--- src/rtl/link_pkg.sv ---
package link_pkg;

  localparam int NUM_CLASSES = 3;
  localparam int CLS_FAST    = 0;
  localparam int CLS_BASE    = 1;
  localparam int CLS_SLOW    = 2;
  localparam int KIND_W      = 3;

  typedef enum logic [KIND_W-1:0] {
    KIND_GENERIC   = 3'd0,
    KIND_NARROW    = 3'd1,
    KIND_ADDR_LOW  = 3'd2,
    KIND_READY_OPN = 3'd3,
    KIND_STORE     = 3'd4
  } xfer_kind_e;

  // Per-class latency: fast=1, base=2, slow=3 units; a ring hop costs two units.
  function automatic int class_latency(input int cls, input bit ring, input int hops);
    int unit_lat;
    unit_lat = cls + 1;
    return ring ? (2 * unit_lat * hops) : unit_lat;
  endfunction

endpackage

--- src/rtl/link_steer.sv ---
module link_steer
  import link_pkg::*;
#(
  parameter int DATA_W   = 64,
  parameter int FAST_W   = 18,
  parameter int NARROW_W = 10
) (
  input  logic [KIND_W-1:0]      kind,
  input  logic [DATA_W-1:0]      data,
  output logic [NUM_CLASSES-1:0] cls_onehot
);

  logic fits_narrow;
  logic fits_fast;

  assign fits_narrow = (data >> NARROW_W) == '0;
  assign fits_fast   = (data >> FAST_W) == '0;

  always_comb begin
    cls_onehot = '0;
    case (kind)
      KIND_NARROW:    cls_onehot[fits_narrow ? CLS_FAST : CLS_BASE] = 1'b1;
      KIND_ADDR_LOW:  cls_onehot[fits_fast ? CLS_FAST : CLS_BASE] = 1'b1;
      KIND_READY_OPN,
      KIND_STORE:     cls_onehot[CLS_SLOW] = 1'b1;
      default:        cls_onehot[CLS_BASE] = 1'b1;
    endcase
  end

endmodule

--- src/rtl/link_class_pipe.sv ---
module link_class_pipe #(
  parameter int W     = 21,
  parameter int DEPTH = 1,
  parameter int TS_W  = 16
) (
  input  logic            clk,
  input  logic            rst,
  input  logic            push,
  input  logic [W-1:0]    push_payload,
  input  logic [TS_W-1:0] now_next,
  input  logic            pop_ready,
  output logic            can_accept,
  output logic            pop_valid,
  output logic [W-1:0]    pop_payload,
  output logic [TS_W-1:0] pop_stamp
);

  logic [W-1:0]     stage_q [DEPTH];
  logic [DEPTH-1:0] vld_q;
  logic [TS_W-1:0]  stamp_q;
  logic             advance;

  assign advance    = !(vld_q[DEPTH-1] && !pop_ready);
  assign can_accept = advance;

  always_ff @(posedge clk) begin
    if (advance) begin
      stage_q[0] <= push_payload;
      for (int i = 1; i < DEPTH; i++) begin
        stage_q[i] <= stage_q[i-1];
      end
      stamp_q <= now_next;
    end
  end

  always_ff @(posedge clk) begin
    if (rst) begin
      vld_q <= '0;
    end else if (advance) begin
      vld_q[0] <= push;
      for (int i = 1; i < DEPTH; i++) begin
        vld_q[i] <= vld_q[i-1];
      end
    end
  end

  assign pop_valid   = vld_q[DEPTH-1];
  assign pop_payload = stage_q[DEPTH-1];
  assign pop_stamp   = stamp_q;

endmodule

--- src/rtl/hetero_wire_link.sv ---
module hetero_wire_link
  import link_pkg::*;
#(
  parameter int DATA_W    = 64,
  parameter int FAST_W    = 18,
  parameter int NARROW_W  = 10,
  parameter int RING_MODE = 0,
  parameter int RING_HOPS = 1,
  parameter int TS_W      = 16
) (
  input  logic                                 clk,
  input  logic                                 rst,
  input  logic                                 in_valid,
  output logic                                 in_ready,
  input  logic [KIND_W-1:0]                    in_kind,
  input  logic [DATA_W-1:0]                    in_data,
  input  logic [NUM_CLASSES-1:0]               out_ready,
  output logic [NUM_CLASSES-1:0]               out_valid,
  output logic [NUM_CLASSES-1:0][KIND_W-1:0]   out_kind,
  output logic [NUM_CLASSES-1:0][DATA_W-1:0]   out_data,
  output logic [NUM_CLASSES-1:0][TS_W-1:0]     out_stamp
);

  logic [NUM_CLASSES-1:0] sel_cls;
  logic [NUM_CLASSES-1:0] cls_ready;
  logic [NUM_CLASSES-1:0] cls_push;
  logic [TS_W-1:0]        cycle_q;
  logic [TS_W-1:0]        cycle_next;

  link_steer #(
    .DATA_W  (DATA_W),
    .FAST_W  (FAST_W),
    .NARROW_W(NARROW_W)
  ) steer_i (
    .kind      (in_kind),
    .data      (in_data),
    .cls_onehot(sel_cls)
  );

  assign in_ready = |(sel_cls & cls_ready);
  assign cls_push = sel_cls & {NUM_CLASSES{in_valid && in_ready}};

  assign cycle_next = cycle_q + 1'b1;

  always_ff @(posedge clk) begin
    if (rst) cycle_q <= '0;
    else     cycle_q <= cycle_next;
  end

  for (genvar g = 0; g < NUM_CLASSES; g++) begin : g_class
    localparam int CW  = (g == CLS_FAST) ? FAST_W : DATA_W;
    localparam int LAT = class_latency(g, RING_MODE != 0, RING_HOPS);
    localparam int PW  = CW + KIND_W;

    logic [PW-1:0] pipe_in;
    logic [PW-1:0] pipe_out;

    assign pipe_in = {in_kind, in_data[CW-1:0]};

    link_class_pipe #(
      .W    (PW),
      .DEPTH(LAT),
      .TS_W (TS_W)
    ) pipe_i (
      .clk         (clk),
      .rst         (rst),
      .push        (cls_push[g]),
      .push_payload(pipe_in),
      .now_next    (cycle_next),
      .pop_ready   (out_ready[g]),
      .can_accept  (cls_ready[g]),
      .pop_valid   (out_valid[g]),
      .pop_payload (pipe_out),
      .pop_stamp   (out_stamp[g])
    );

    assign out_kind[g] = pipe_out[PW-1:CW];
    assign out_data[g] = DATA_W'(pipe_out[CW-1:0]);
  end

endmodule

--- config.mk ---
export PLATFORM = sky130hd
export DESIGN_NAME = hetero_wire_link
export DESIGN_NICKNAME = d
export VERILOG_FILES = /design/src/rtl/link_pkg.sv /design/src/rtl/link_steer.sv /design/src/rtl/link_class_pipe.sv /design/src/rtl/hetero_wire_link.sv
export SDC_FILE = /design/constraint.sdc
export NUM_CORES = 1
export LEC_CHECK = 0
export BUFFER_PORTS_ARGS = -buffer_cell sky130_fd_sc_hd__buf_2
export CAP_MARGIN = 20
export CORE_MARGIN = 4
export CORE_UTILIZATION = 54
export DETAILED_ROUTE_END_ITERATION = 7
export PLACE_DENSITY = 0.8
export SLEW_MARGIN = 25
export SYNTH_ARGS = -nofsm -noshare
export SYNTH_HDL_FRONTEND = slang
export SYNTH_HIERARCHICAL = 1
export SYNTH_SLANG_ARGS = --single-unit
--- constraint.sdc ---
create_clock -name clk -period 6.2 [get_ports clk]
set_input_delay 0.93 -clock clk [delete_from_list [all_inputs] [get_ports clk]]
set_output_delay 0.93 -clock clk [all_outputs]
set_load 0.005 [all_outputs]
# Word level (Yosys, flattened, before mapping)
# Memories as Yosys holds them, arrays and structs flattened.
# Cells that the tools add are included.
[totals]
n_memories = 3
ramBits = 356
register_bits = 70
[op_classes]
n_eq_ne = 4
n_lt_le_gt_ge = 4
bitwise = 2
muxes = 12
n_addsub = 1
n_reduce_logical = 16
[memory_table]
columns = ["name", "depth", "word_bits", "read_ports", "rd_ports_with_merged_regs", "wr", "line_no", "source"]
rows = [
  ["g_class[2].pipe_i.stage_q", 3, 67, 3, 0, 3, "link_class_pipe.sv:18", "logic [W-1:0] stage_q [DEPTH];"],
  ["g_class[1].pipe_i.stage_q", 2, 67, 2, 0, 2, "link_class_pipe.sv:18", ""],
  ["g_class[0].pipe_i.stage_q", 1, 21, 1, 0, 1, "link_class_pipe.sv:18", ""],
]
[op_table]
columns = ["op", "count"]
rows = [
  ["64-bit logical NOT", 2],
  ["32-bit by 1-bit >= comparator with 1-bit output (second input constant)", 2],
  ["32-bit by 4-bit < comparator with 1-bit output (second input constant)", 2],
  ["16-bit by 1-bit adder with 16-bit output (second input constant)", 1],
  ["1-bit two-way mux", 7],
  ["3-bit AND", 2],
  ["3-bit by 2-bit equality test with 1-bit output (second input constant)", 2],
  ["1-bit logical AND", 6],
  ["1-bit logical NOT", 6],
  ["1-bit one-hot mux with 3 select lines", 2],
  ["1-bit demux with 2-bit select", 2],
  ["3-bit by 1-bit equality test with 1-bit output (second input constant)", 1],
  ["3-bit equality test (second input constant)", 1],
  ["3-bit OR reduction", 1],
  ["1-bit one-hot mux with 2 select lines", 1],
  ["2-bit OR reduction", 1],
]

# Longest topological paths before layout
[depth]
ltp_word = 11
ltp_mapped = 9

# By module
# Netlist, hierarchy kept.
[modules_own_cells]
columns = ["mod", "seq_area_each_um2", "area_per_inst_um2", "cells_each", "n_inst"]
rows = [
  ["link_class_pipe at g_class[2].pipe_i", 6576.3, 7146.9, 296, 1],
  ["link_class_pipe at g_class[1].pipe_i", 4544.4, 5093.6, 226, 1],
  ["hetero_wire_link", 320.3, 1207.4, 144, 1],
  ["link_class_pipe at g_class[0].pipe_i", 1131.1, 1163.6, 42, 1],
  ["link_steer", 0.0, 176.4, 27, 1],
]

# Worst setup path after synthesis
# No wires, ideal clock.
[synth_timing]
kind = "in2reg"
start = "in out_ready[1]"
end = "reg g_class[1].pipe_i.stamp_q[0], enable pin"
n_path_buf = 0
required_ns = 5.662
t_arrival_ns = 4.577
cell_stages = 1
setup_slack_ns = 1.085
path_cell_list = "nand2b_1"
[synth_via]
elab_chain_len = 2
[synth_lines]
columns = ["element", "line_no", "source"]
rows = [
  ["from (decl)", "hetero_wire_link.sv:17", "input logic [NUM_CLASSES-1:0] out_ready,"],
  ["1-bit logical NOT", "link_class_pipe.sv:23", "assign advance = !(vld_q[DEPTH-1] && !pop_ready);"],
  ["1-bit logical AND", "link_class_pipe.sv:23", ""],
  ["to (signal assigned)", "link_class_pipe.sv:32", "stamp_q <= now_next;"],
  ["to (decl)", "link_class_pipe.sv:20", "logic [TS_W-1:0] stamp_q;"],
]
# Every way passes these cells.
# A chain may end at the register's enable or synchronous reset.

# Final worst setup path
[layout_timing]
start = "in in_data[38]"
end = "out in_ready"
[layout_via]
elab_chain_len = 9
[layout_lines]
columns = ["element", "line_no", "source"]
rows = [
  ["from (decl)", "hetero_wire_link.sv:16", "input logic [DATA_W-1:0] in_data,"],
  ["64-bit logical NOT, on equally long branches", "link_steer.sv:17, link_steer.sv:16", ""],
  ["1-bit two-way mux, on equally long branches", "link_steer.sv:23, link_steer.sv:22", ""],
  ["32-bit by 1-bit >= comparator with 1-bit output (not written as such) (tied with other cells)", "link_steer.sv:23", "KIND_ADDR_LOW: cls_onehot[fits_fast ? CLS_FAST : CLS_BASE] = 1'b1;"],
  ["1-bit logical AND, on equally long branches", "link_steer.sv:23, link_steer.sv:22", ""],
  ["1-bit two-way mux, on equally long branches", "link_steer.sv:23, link_steer.sv:22", ""],
  ["1-bit demux with 2-bit select", "n/a", ""],
  ["1-bit one-hot mux with 3 select lines (*)", "link_steer.sv:21", "case (kind)"],
  ["named net sel_cls[1]", "hetero_wire_link.sv:24", "logic [NUM_CLASSES-1:0] sel_cls;"],
  ["3-bit AND (*)", "hetero_wire_link.sv:40", "assign in_ready = |(sel_cls & cls_ready);"],
  ["3-bit OR reduction (*)", "hetero_wire_link.sv:40", ""],
  ["to (decl)", "hetero_wire_link.sv:14", "output logic in_ready,"],
]
# The timed path passes the listed nets; every way through them passes the cells marked *.

==> impl_metrics.tcl <==
set metrics [dict create \
    synth-main-ff-cell "edfxtp_1" \
    synth_edf_count 404 \
    synth_area_sq_mm 0.0148 \
    routed-via-count 6348 \
    ctsHoldBuffers 0 \
    skew_ns 0.0132 \
    cpPeakStageDelay_ns 0.50 \
    cts.path.max_buffers 3 \
    crit_chain "buf_2 -> nor4_1 -> nand4_1 -> nor3_2 -> a21oi_1 -> a222oi_1 -> inv_1 -> buf_2" \
    antenna_found_initial 3 \
    grt_overflow_total 0 \
    worst_ir_drop_vdd_mv 0.272 \
    rsz0062_at_grt "no" \
    regArea_sq_mm 0.0126 \
    ctsResizeCount 0 \
    drive_gt1_frac 0.371 \
    antenna_cells 0 \
    grt_pass1_wl_um 37100 \
    area_delta_synth_final_pct 13.7 \
    fmax_mhz 270 \
    crit_required_ns 5.27 \
    whs_ns 0.411 \
    hold_viol 0 \
    grt_max_degree 147 \
    die_h_um 173 \
    dieArea_sq_mm 0.0301 \
    drt_wl_total_um 24300 \
    design.core.area_sq_mm 0.0270 \
    cts_sinks 426 \
    fin_area_sq_mm 0.0168 \
    port_buffers 279 \
    path_max_fanout 3 \
    post-route-util 0.624 \
    nets 1000 \
    synth_top_area_share 0.820 \
    tns_ns 0 \
    wl_per_cell_um 18.7 \
    cellPowerDensity_mw_per_mm2 355 \
    yosysUniqueCellTypes 37 \
    postPlaceCellArea_sq_mm 0.0155 \
    synth-async-reset-ratio 0 \
    fill_cells 1816 \
    cts_tree "done" \
    cpLargestDelayFamily "simple AND/OR/NAND/NOR gates" \
    postRouteAntennaNets 0 \
    yosysSeqAreaShare 0.850 \
    multi_input_area_sq_um 1000 \
    synth_area_leaders "edfxtp_1, buf_4, dfxtp_1" \
    drc 0 \
    die_x_um 173 \
    cp.arrival_ns 2.78 \
    first_pass_iters 4 \
    cts_made_buffers 43 \
    crit_top_cell "buf_2" \
    track_usage 0.158 \
    worstSetupEndpointType "output pin" \
    via_per_inst 4.89 \
    crit_buf_inv 3 \
    place_congestion 0.790 \
    crit_type "in2out" \
    post-cts-setup-buffer-count 0 \
    final-instance-count-excl-fill 1299 \
    start_util 0.549 \
    slowest_stage "nor4_1" \
    drv_cap 0 \
    min_period_ns 3.71 \
    slew_violations 0 \
    postSynthCellCount 735 \
    synth_top_cell_by_area "edfxtp_1" \
    ys_warn_count 6 \
    synthTopCellsByCount "edfxtp_1, buf_4, dfxtp_1, nand2_1, nor4_1" \
    drtIter0Drc 408 \
    pin_count 326 \
    status "completed" \
    path_clk_slew_ns 0.06 \
    setup_viol 0 \
    core.rowCount 60 \
    period_share 0.598 \
    synth-seq-cells 426 \
    startpoint_type "input port" \
    worst_pin_slew_ns 0.840 \
    dp_hpwl_um 16000 \
    syn-mean-instance-area_sq_um 20.1 \
    grt_pass1_vias 6614 \
    p_leak_nw 6.83 \
    yosys.cell_count.top_type "edfxtp_1" \
    slew-limit-headroom 0.440 \
    clk_latency_ns 0.52 \
    cts_root_buf "clkbuf_16" \
    min_path_type "reg2reg" \
    htree_levels 2 \
    place_inst 1221 \
]
[cell families (layout without fill, tap and decap cells)]
family | Yosys count | after routing | synth area share
DFF | 426 | 426 | 0.850
buffers and inverters | 189 | 367 | 0.0942
and+or+nand+nor | 83 | 83 | 0.0369
AOI/OAI and AO/OA | 21 | 21 | 0.00846
xor gates and xnor gates | 7 | 7 | 0.00415
muxes | 7 | 7 | 0.00508
adders and majority gates | 1 | 1 | 0.000846
other | 1 | 46 | 0.000254
[cells in the final DEF (no fill, tap or decap), types with 4 or more instances in the layout]
master / n
nor4_2: 5
and2_1: 4
o21ai_0: 5
a21oi_1: 10
clkbuf_16: 45
nand2_1: 14
xor2_1: 5
dfxtp_1: 22
clkbuf_1: 6
nand2b_1: 7
edfxtp_1: 404
clkinv_2: 5
clkinv_1: 16
conb_1: 46
nand4_1: 8
buf_2: 279
nor2b_1: 9
or3_1: 4
nor2_1: 6
nor4_1: 11
inv_1: 6
[final cells by class]
type / instances / share of cell area
clock buffers: 51 / 0.0683
clock inverters: 26 / 0.0114
inverters: 6 / 0.00134
multi-input cells: 165 / 0.0594
flip-flops and latches: 426 / 0.747
well taps: 341 / 0.0254
repair buffers: 284 / 0.0867
[registers in the layout, indices dropped and copies added (netlist names)]
signal,cells
g_class.pipe_i/stage_q,356
g_class.pipe_i/pop_stamp,48
g_class.pipe_i/vld_q,5
cycle_q,16
g_class.pipe_i/pop_valid,1
[layer usage]
layer,global-route usage,vias up,wire [um],share of wire
li1,-,2929,-,-
met1,0.185,3092,9080,0.37
met2,0.272,258,12400,0.51
met3,0.0497,63,2010,0.083
met4,0.0625,6,783,0.032
met5,0,-,41,0.0017
[path summary, 6_finish.rpt]
kind | startpoint | endpoint | slack, ns | cells past startpoint
worst max-delay path | in_data[38] | in_ready | 2.49 | 8
worst min register to register | g_class[1].pipe_i/stage_q[0][33] | g_class[1].pipe_i/stage_q[0][100] | 0.41 | 0
worst min-delay path | g_class[1].pipe_i/stage_q[0][33] | g_class[1].pipe_i/stage_q[0][100] | 0.41 | 0
worst max register to register | g_class[1].pipe_i/vld_q[1] | g_class[1].pipe_i/stage_q[0][79] | 4.23 | 3
[power breakdown]
part | internal, mW | switching, mW
registers | 3.32 | 0.0448
logic | 0.0779 | 0.107
clock network | 1.44 | 0.976
total | 4.84 | 1.13
[metrics by stage]
stage | setup WS [ns] | power (mW)
2_1_floorplan | 1.08 | 3.56
3_3_place_gp | 2.39 | 3.60
3_5_place_dp | 2.42 | 3.61
4_1_cts | 2.42 | 6.04
5_1_grt | 2.23 | 6.20
6_report | 2.49 | 5.97
Power figures use the tool's default switching activity.
